==> src/rtl/wh_pkg.sv <==
package wh_pkg;
  // index of the slot following idx in a ring of n entries
  function automatic int rr_after(input int idx, input int n);
    return (idx + 1 >= n) ? 0 : idx + 1;
  endfunction

  // position base+k folded into a ring of n entries
  function automatic int rr_slot(input int base, input int k, input int n);
    int s;
    s = base + k;
    if (s >= n) s = s - n;
    return s;
  endfunction
endpackage

==> src/rtl/wh_pass.sv <==
module wh_pass
  import wh_pkg::*;
#(
  parameter int N_IN = 4,
  parameter int DW   = 2
) (
  input  logic [N_IN-1:0]    in_free,
  input  logic [N_IN-1:0]    out_free,
  input  logic [N_IN-1:0]    lvl_vld,
  input  logic [N_IN*DW-1:0] lvl_dst,
  input  logic [N_IN*DW-1:0] ptr,
  output logic [N_IN-1:0]    gnt,
  output logic [N_IN-1:0]    won,
  output logic [N_IN*DW-1:0] winner
);
  logic [N_IN-1:0] req_to [N_IN];

  // request matrix: output o sees input i when both are still free
  always_comb begin
    for (int o = 0; o < N_IN; o++) begin
      for (int i = 0; i < N_IN; i++) begin
        req_to[o][i] = in_free[i] && lvl_vld[i] && out_free[o] &&
                       (lvl_dst[i*DW +: DW] == DW'(o));
      end
    end
  end

  // round-robin choice per output
  always_comb begin
    int s;
    won    = '0;
    winner = '0;
    for (int o = 0; o < N_IN; o++) begin
      for (int k = 0; k < N_IN; k++) begin
        s = rr_slot(int'(ptr[o*DW +: DW]), k, N_IN);
        if (!won[o] && req_to[o][s]) begin
          won[o]              = 1'b1;
          winner[o*DW +: DW]  = DW'(s);
        end
      end
    end
  end

  // each input requests one output per depth, so a match is unique
  always_comb begin
    logic [DW-1:0] d;
    for (int i = 0; i < N_IN; i++) begin
      d = lvl_dst[i*DW +: DW];
      gnt[i] = in_free[i] && lvl_vld[i] && won[d] &&
               (winner[d*DW +: DW] == DW'(i));
    end
  end
endmodule

==> src/rtl/wh_ptr_bank.sv <==
module wh_ptr_bank
  import wh_pkg::*;
#(
  parameter int N_IN = 4,
  parameter int DW   = 2
) (
  input  logic               clk,
  input  logic               rst_n,
  input  logic               slot_start,
  input  logic [N_IN-1:0]    upd_en,
  input  logic [N_IN*DW-1:0] upd_win,
  output logic [N_IN*DW-1:0] ptr
);
  logic [N_IN*DW-1:0] ptr_q, ptr_n;

  always_comb begin
    ptr_n = ptr_q;
    for (int o = 0; o < N_IN; o++) begin
      if (slot_start && upd_en[o])
        ptr_n[o*DW +: DW] = DW'(rr_after(int'(upd_win[o*DW +: DW]), N_IN));
    end
  end

  always_ff @(posedge clk or negedge rst_n) begin
    if (!rst_n) ptr_q <= '0;
    else        ptr_q <= ptr_n;
  end

  assign ptr = ptr_q;

  // pointers move only inside a slot
  assert_ptr_idle_R8: assert property (@(posedge clk) disable iff (!rst_n)
    !slot_start |=> $stable(ptr_q));
  // an output without a grant keeps its pointer
  generate
    for (genvar o = 0; o < N_IN; o++) begin : g_chk
      assert_ptr_keep_R8: assert property (@(posedge clk) disable iff (!rst_n)
        (slot_start && !upd_en[o]) |=> $stable(ptr_q[o*DW +: DW]));
    end
  endgenerate
endmodule

==> src/rtl/wh_arbiter.sv <==
module wh_arbiter
  import wh_pkg::*;
#(
  parameter int N_IN = 4,
  parameter int WIN  = 2,
  localparam int DW  = (N_IN > 1) ? $clog2(N_IN) : 1,
  localparam int PW  = (WIN > 1) ? $clog2(WIN) : 1
) (
  input  logic                   clk,
  input  logic                   rst_n,
  input  logic                   slot_start,
  input  logic [N_IN*WIN-1:0]    req_valid,
  input  logic [N_IN*WIN*DW-1:0] req_dest,
  output logic [N_IN-1:0]        grant_valid,
  output logic [N_IN*PW-1:0]     grant_pos,
  output logic [N_IN*DW-1:0]     grant_dest
);
  logic [N_IN-1:0]    in_free  [WIN+1];
  logic [N_IN-1:0]    out_free [WIN+1];
  logic [N_IN-1:0]    lvl_vld  [WIN];
  logic [N_IN*DW-1:0] lvl_dst  [WIN];
  logic [N_IN-1:0]    p_gnt    [WIN];
  logic [N_IN-1:0]    p_won    [WIN];
  logic [N_IN*DW-1:0] p_win    [WIN];
  logic [N_IN*DW-1:0] ptr;
  logic [N_IN-1:0]    upd_en;
  logic [N_IN*DW-1:0] upd_win;

  logic [N_IN-1:0]    nxt_vld, vld_q;
  logic [N_IN*PW-1:0] nxt_pos, pos_q;
  logic [N_IN*DW-1:0] nxt_dst, dst_q;

  assign in_free[0]  = '1;
  assign out_free[0] = '1;

  generate
    for (genvar d = 0; d < WIN; d++) begin : g_lvl
      for (genvar i = 0; i < N_IN; i++) begin : g_in
        assign lvl_vld[d][i]            = req_valid[i*WIN + d];
        assign lvl_dst[d][i*DW +: DW]   = req_dest[(i*WIN + d)*DW +: DW];
      end
      wh_pass #(.N_IN(N_IN), .DW(DW)) u_pass (
        .in_free (in_free[d]),
        .out_free(out_free[d]),
        .lvl_vld (lvl_vld[d]),
        .lvl_dst (lvl_dst[d]),
        .ptr     (ptr),
        .gnt     (p_gnt[d]),
        .won     (p_won[d]),
        .winner  (p_win[d])
      );
      assign in_free[d+1]  = in_free[d]  & ~p_gnt[d];
      assign out_free[d+1] = out_free[d] & ~p_won[d];
    end
  endgenerate

  // merge pass results into one grant vector and pointer update
  always_comb begin
    nxt_vld = '0;
    nxt_pos = '0;
    nxt_dst = '0;
    upd_en  = '0;
    upd_win = '0;
    for (int d = 0; d < WIN; d++) begin
      for (int i = 0; i < N_IN; i++) begin
        if (p_gnt[d][i]) begin
          nxt_vld[i]            = 1'b1;
          nxt_pos[i*PW +: PW]   = PW'(d);
          nxt_dst[i*DW +: DW]   = lvl_dst[d][i*DW +: DW];
        end
        if (p_won[d][i]) begin
          upd_en[i]             = 1'b1;
          upd_win[i*DW +: DW]   = p_win[d][i*DW +: DW];
        end
      end
    end
  end

  wh_ptr_bank #(.N_IN(N_IN), .DW(DW)) u_ptr (
    .clk       (clk),
    .rst_n     (rst_n),
    .slot_start(slot_start),
    .upd_en    (upd_en),
    .upd_win   (upd_win),
    .ptr       (ptr)
  );

  always_ff @(posedge clk or negedge rst_n) begin
    if (!rst_n) begin
      vld_q <= '0;
      pos_q <= '0;
      dst_q <= '0;
    end else if (slot_start) begin
      vld_q <= nxt_vld;
      pos_q <= nxt_pos;
      dst_q <= nxt_dst;
    end
  end

  assign grant_valid = vld_q;
  assign grant_pos   = pos_q;
  assign grant_dest  = dst_q;

  // ---------------- assertions ----------------
  logic [N_IN-1:0] hit_q [N_IN];
  always_comb begin
    for (int o = 0; o < N_IN; o++)
      for (int i = 0; i < N_IN; i++)
        hit_q[o][i] = vld_q[i] && (dst_q[i*DW +: DW] == DW'(o));
  end

  assert_hold_R2: assert property (@(posedge clk) disable iff (!rst_n)
    !slot_start |=> ($stable(grant_valid) && $stable(grant_pos) && $stable(grant_dest)));

  generate
    for (genvar o = 0; o < N_IN; o++) begin : g_out_chk
      assert_one_per_output_R3: assert property (@(posedge clk) disable iff (!rst_n)
        $countones(hit_q[o]) <= 1);
    end
    for (genvar i = 0; i < N_IN; i++) begin : g_in_chk
      assert_grant_entry_R4: assert property (@(posedge clk) disable iff (!rst_n)
        (slot_start && nxt_vld[i]) |->
          (req_valid[i*WIN + int'(nxt_pos[i*PW +: PW])] &&
           (nxt_dst[i*DW +: DW] ==
            req_dest[(i*WIN + int'(nxt_pos[i*PW +: PW]))*DW +: DW])));
      for (genvar d = 0; d < WIN; d++) begin : g_dep
        assert_maximal_R7: assert property (@(posedge clk) disable iff (!rst_n)
          (slot_start && req_valid[i*WIN + d] && !nxt_vld[i]) |->
            !out_free[WIN][req_dest[(i*WIN + d)*DW +: DW]]);
      end
    end
  endgenerate
endmodule

==> config.mk <==
export PLATFORM = sky130hd
export DESIGN_NAME = wh_arbiter
export DESIGN_NICKNAME = d
export VERILOG_FILES = /design/src/rtl/wh_pkg.sv /design/src/rtl/wh_pass.sv /design/src/rtl/wh_ptr_bank.sv /design/src/rtl/wh_arbiter.sv
export SDC_FILE = /design/constraint.sdc
export NUM_CORES = 1
export LEC_CHECK = 0
export CORE_UTILIZATION = 35
export CTS_CLUSTER_SIZE = 8
export DETAILED_ROUTE_END_ITERATION = 8
export DONT_BUFFER_PORTS = 1
export GPL_ROUTABILITY_DRIVEN = 0
export GPL_TIMING_DRIVEN = 0
export PLACE_DENSITY = 0.54
export SLEW_MARGIN = 40
export SYNTH_ARGS = -nofsm -noshare
export SYNTH_HDL_FRONTEND = slang
export SYNTH_HIERARCHICAL = 1
export SYNTH_SLANG_ARGS = --single-unit
==> constraint.sdc <==
create_clock -name clk -period 7.55 [get_ports clk]
set_input_delay 0 -clock clk [delete_from_list [all_inputs] [get_ports clk]]
set_output_delay 0 -clock clk [all_outputs]
set_load 0.02 [all_outputs]
==> qor_table.md <==
| Stage | Metric | Reported |
| --- | --- | --- |
| status | Outcome | finished, final reports clean |
| synth | Xor and xnor area share after synthesis | 0 |
| floorplanning | Core outline area | 8720 um2 |
| synth | Part of the Yosys area used for sequential elements | 0.191 |
| grt | Initial antenna violation count | 0 |
| synth | Post-Synthesis Cells | 443 |
| synth | Combined area of all synthesized cells | 3140 um2 |
| setup path | Crit. End Element | flop |
| timing | Setup-violating endpoint count in the final report | 0 |
| detailed routing | Iteration count of the initial detailed-routing pass | 4 |
| synth | Seq cells post-synth | 24 |
| floorplanning | Overall die area | 9350 um2 |
| finish | Fraction of final layout cells with drive strength greater than 1 | 0.0966 |
| synth | Mux cell area share after synthesis | 0.0498 |
| clocking | Number of buffers inserted during clock tree synthesis | 3 |
| power | Total power | 0.441 mW |
| synth | Count of warnings emitted by yosys | 6 |
| grt | Maximum number of pins on one net before global-route repair | 25 |
| synth | Most used flip-flop cell after synthesis | dfrtp_1 |
| floorplanning | Std-Cell Rows | 34 |
| detailed routing | Count of unresolved DRC violations after routing | 0 |
| setup path | Crit Path Max Fanout | 12 |
| clocking | Skew-Pair Late Insertion Delay | 270 ps |
| setup path | Element type at the critical path start | flop |
| finish | P&R area growth vs syn | 16.3% |
| power | Leakage | 1.55 nW |
| detailed routing | 1st-iter DRT viols | 151 |
| setup path | Cell repeated most along the worst path | a211oi_1 |
| setup path | Worst setup path category | reg2reg |
| clocking | Clock root buffer | clkbuf_8 |
| grt | Total global routing overflow | 0 |
| synth | Top-area cell type share of the netlist area | 0.191 |
| timing | Remaining max-slew budget at the tightest pin | 0.489 |
| clocking | Number of setup buffers added after CTS | 0 |
| worst hold path | Worst min-delay path category | in2reg |
| synth | Fraction of the mapped netlist area in compound gates | 0.284 |
| timing | Slew @ Worst Pin | 762 ps |
| setup path | Delay contributed by the slowest stage of the critical path | 680 ps |
| clocking | Clock tree from TritonCTS | built |
| grt | Total track usage | 0.218 |
| detailed routing | Avg WL per Cell | 16.5 um |
| synth | Largest area contributor in the netlist | dfrtp_1 |
| synth | Basic-gate share of the synthesized area counting and, or, nand and nor cells | 0.385 |
| floorplanning | Overall die width | 96.7 um |
| grt | First-pass GRT wire length | 16.8 mm |
| synth | Post-synth EDFFs | 0 |
| place | Port Buffer Count | 0 |
| synth | Async SR Flop Fraction | 1.00 |
| clocking | CTS Sinks | 24 |
| clocking | Count of instances resized after the clock tree is built | 0 |
| synth | Adder-cell area share of the yosys netlist | 0.0159 |
| clocking | Cts hold-fix bufs | 19 |
| detailed routing | Number of vias after detailed routing | 3,428 |
| synth | Dominant combinational cell family by area after synthesis | simple AND/OR/NAND/NOR gates |
| timing | Maximum clock rate | 198 MHz |
| setup path | Crit path cell chain | and3_1 -> or2_2 -> a31oi_4 -> a21boi_0 -> a211oi_1 -> inv_1 -> and2_1 -> nand4_1 -> buf_2 -> o21ai_0 -> a211oi_1 -> a311oi_1 -> a211oi_1 -> nand3b_1 -> a31oi_1 -> dlygate4sd3_1 |
| timing | Final setup skew | 8.85 ps |
| setup path | Data arrival time of the critical path | 5200 ps |
| timing | RSZ-0062 raised after global routing | no |
| floorplanning | Top-level port count | 43 |
| grt | Vias in the first global route | 3,355 |
| timing | Worst Hold Slack | 50.9 ps |
| clocking | H-tree Lvls | 1 |
| setup path | Cell type of the slowest stage on the worst timing path | a211oi_1 |
| synth | Leading post-synthesis cells by cell area | dfrtp_1 (19%), nand2_1 (6.2%), nor2_1 (5.6%) |
| synth | Cell with the most instances after synthesis | nand2_1 |
| synth | Post-Syn Area per Cell | 7.09 um2 |
| finish | Core utilization of the finished layout | 0.419 |
| setup path | CP bufs+invs | 3 |
| finish | Antenna Cells | 0 |
| synth | Post-synthesis cell type count | 73 |
| timing | Setup Total Neg Slack | 0 ps |
| timing | Ratio of final minimum period to clock period | 0.669 |
| detailed routing | Wirelength, routed | 9.99 mm |
| timing | Fin. Hold Viols | 0 |
| floorplanning | Starting Density | 0.360 |
| floorplanning | Die Y | 96.7 um |
| run | Max-capacitance violation count | 0 |
| detailed routing | Average via count per standard cell | 5.67 |
| finish | Net count, final | 529 |
| clocking | Maximum root-to-sink buffer count | 2 |
| setup path | Worst path required time | 7700 ps |
| power | Power per cell area | 121 nW/um2 |
| setup path | Dominant delay contributor by cell family on the critical path | compound AO/OA/AOI/OAI gates |
| timing | Count of pins over their slew limit | 0 |
| detailed routing | Detail Route Antenna Nets | 0 |
| synth | Commonest cells in the synthesized netlist | nand2_1 (52), nor2_1 (47), inv_1 (33) |
| timing | Minimum clock period | 5050 ps |
| clocking | Post-CTS clock slew at the launch and capture registers of the worst setup and hold paths | 90 ps |
| place | Final HPWL DP | 7.84 mm |
| power | Worst voltage drop across the vdd grid | 0.0000721 V |
per-layer routing:
layer	part of all wire	routed length [um]	GRT usage
met3	0.058	580	0.0210
met1	0.46	4580	0.297
met5	0	0	0
met2	0.47	4710	0.374
met4	0.012	119	0.0413
registers in the layout, indices dropped and copies added, names as in the netlist:
register / flops
grant_pos: 4
u_ptr/ptr: 8
grant_dest: 8
grant_valid: 4
worst paths after layout:
path                                   to  slack (ps)  cells past startpoint          from
setup / recovery            grant_dest[7]        2500                     16  u_ptr/ptr[3]
hold / removal               grant_pos[3]          50                      2    slot_start
setup reg to reg            grant_dest[7]        2500                     16  u_ptr/ptr[3]
hold reg to reg              u_ptr/ptr[0]         650                      1  u_ptr/ptr[0]
max in group asynchronous  grant_valid[0]        7250                      2         rst_n
min in group asynchronous  grant_valid[1]         150                      2         rst_n
layout make-up:
| class | instances | area [um2] |
|---|---|---|
| Inverter | 33 | 124 |
| Multi-Input combinational cell | 402 | 2430 |
| Buffer | 15 | 105 |
| Tap cell | 108 | 135 |
| Sequential cell | 24 | 601 |
| Clock buffer | 4 | 55.1 |
| Timing Repair Buffer | 19 | 200 |
| Fill cell | 922 | 5070 |
worst reg2reg max path: stages (launching register included):
cell and delay (ps):
dfrtp_1 540, and3_1 240, or2_2 290, a31oi_4 230
a21boi_0 120, a211oi_1 680, inv_1 190, and2_1 280
nand4_1 130, buf_2 210, o21ai_0 110, a211oi_1 330
a311oi_1 100, a211oi_1 640, nand3b_1 190, a31oi_1 80
dlygate4sd3_1 560
kinds of logic (layout without fill, tap and decap cells):
kind of cell | count (synthesis) | count (layout)
AND/OR/NAND/NOR | 222 | 222
other | 1 | 32
buffers and inverters | 48 | 71
adder cells (fa/ha/maj) | 4 | 4
multiplexers | 14 | 14
flip-flops | 24 | 24
AO/OA/AOI/OAI | 130 | 130
cell usage in the layout, fill, tap and decap left out, drive strengths merged, types with 14 or more instances in the layout:
| master | n |
|---|---|
| a21oi | 26 |
| conb | 32 |
| dfrtp | 24 |
| dlygate4sd3 | 18 |
| inv | 33 |
| nand2 | 53 |
| nand3 | 20 |
| nand3b | 19 |
| nor2 | 49 |
| nor3 | 14 |
| o21ai | 30 |
power breakdown:
part	total, mW	switching, mW	internal (mW)
clock network	0.0893	0.0427	0.0466
registers	0.186	0.0404	0.146
logic	0.165	0.0952	0.0700
total	0.441	0.178	0.262
metrics by stage:
step	cell area [um2]	instances	setup slack, ps
after floorplan	3260	474	4100
after global placement	3390	582	3100
after detailed placement	3400	582	3080
after CTS	3650	605	2500
after global routing	3650	605	2100
final	3650	605	2500
No activity file was read; power rests on OpenSTA's default activity.
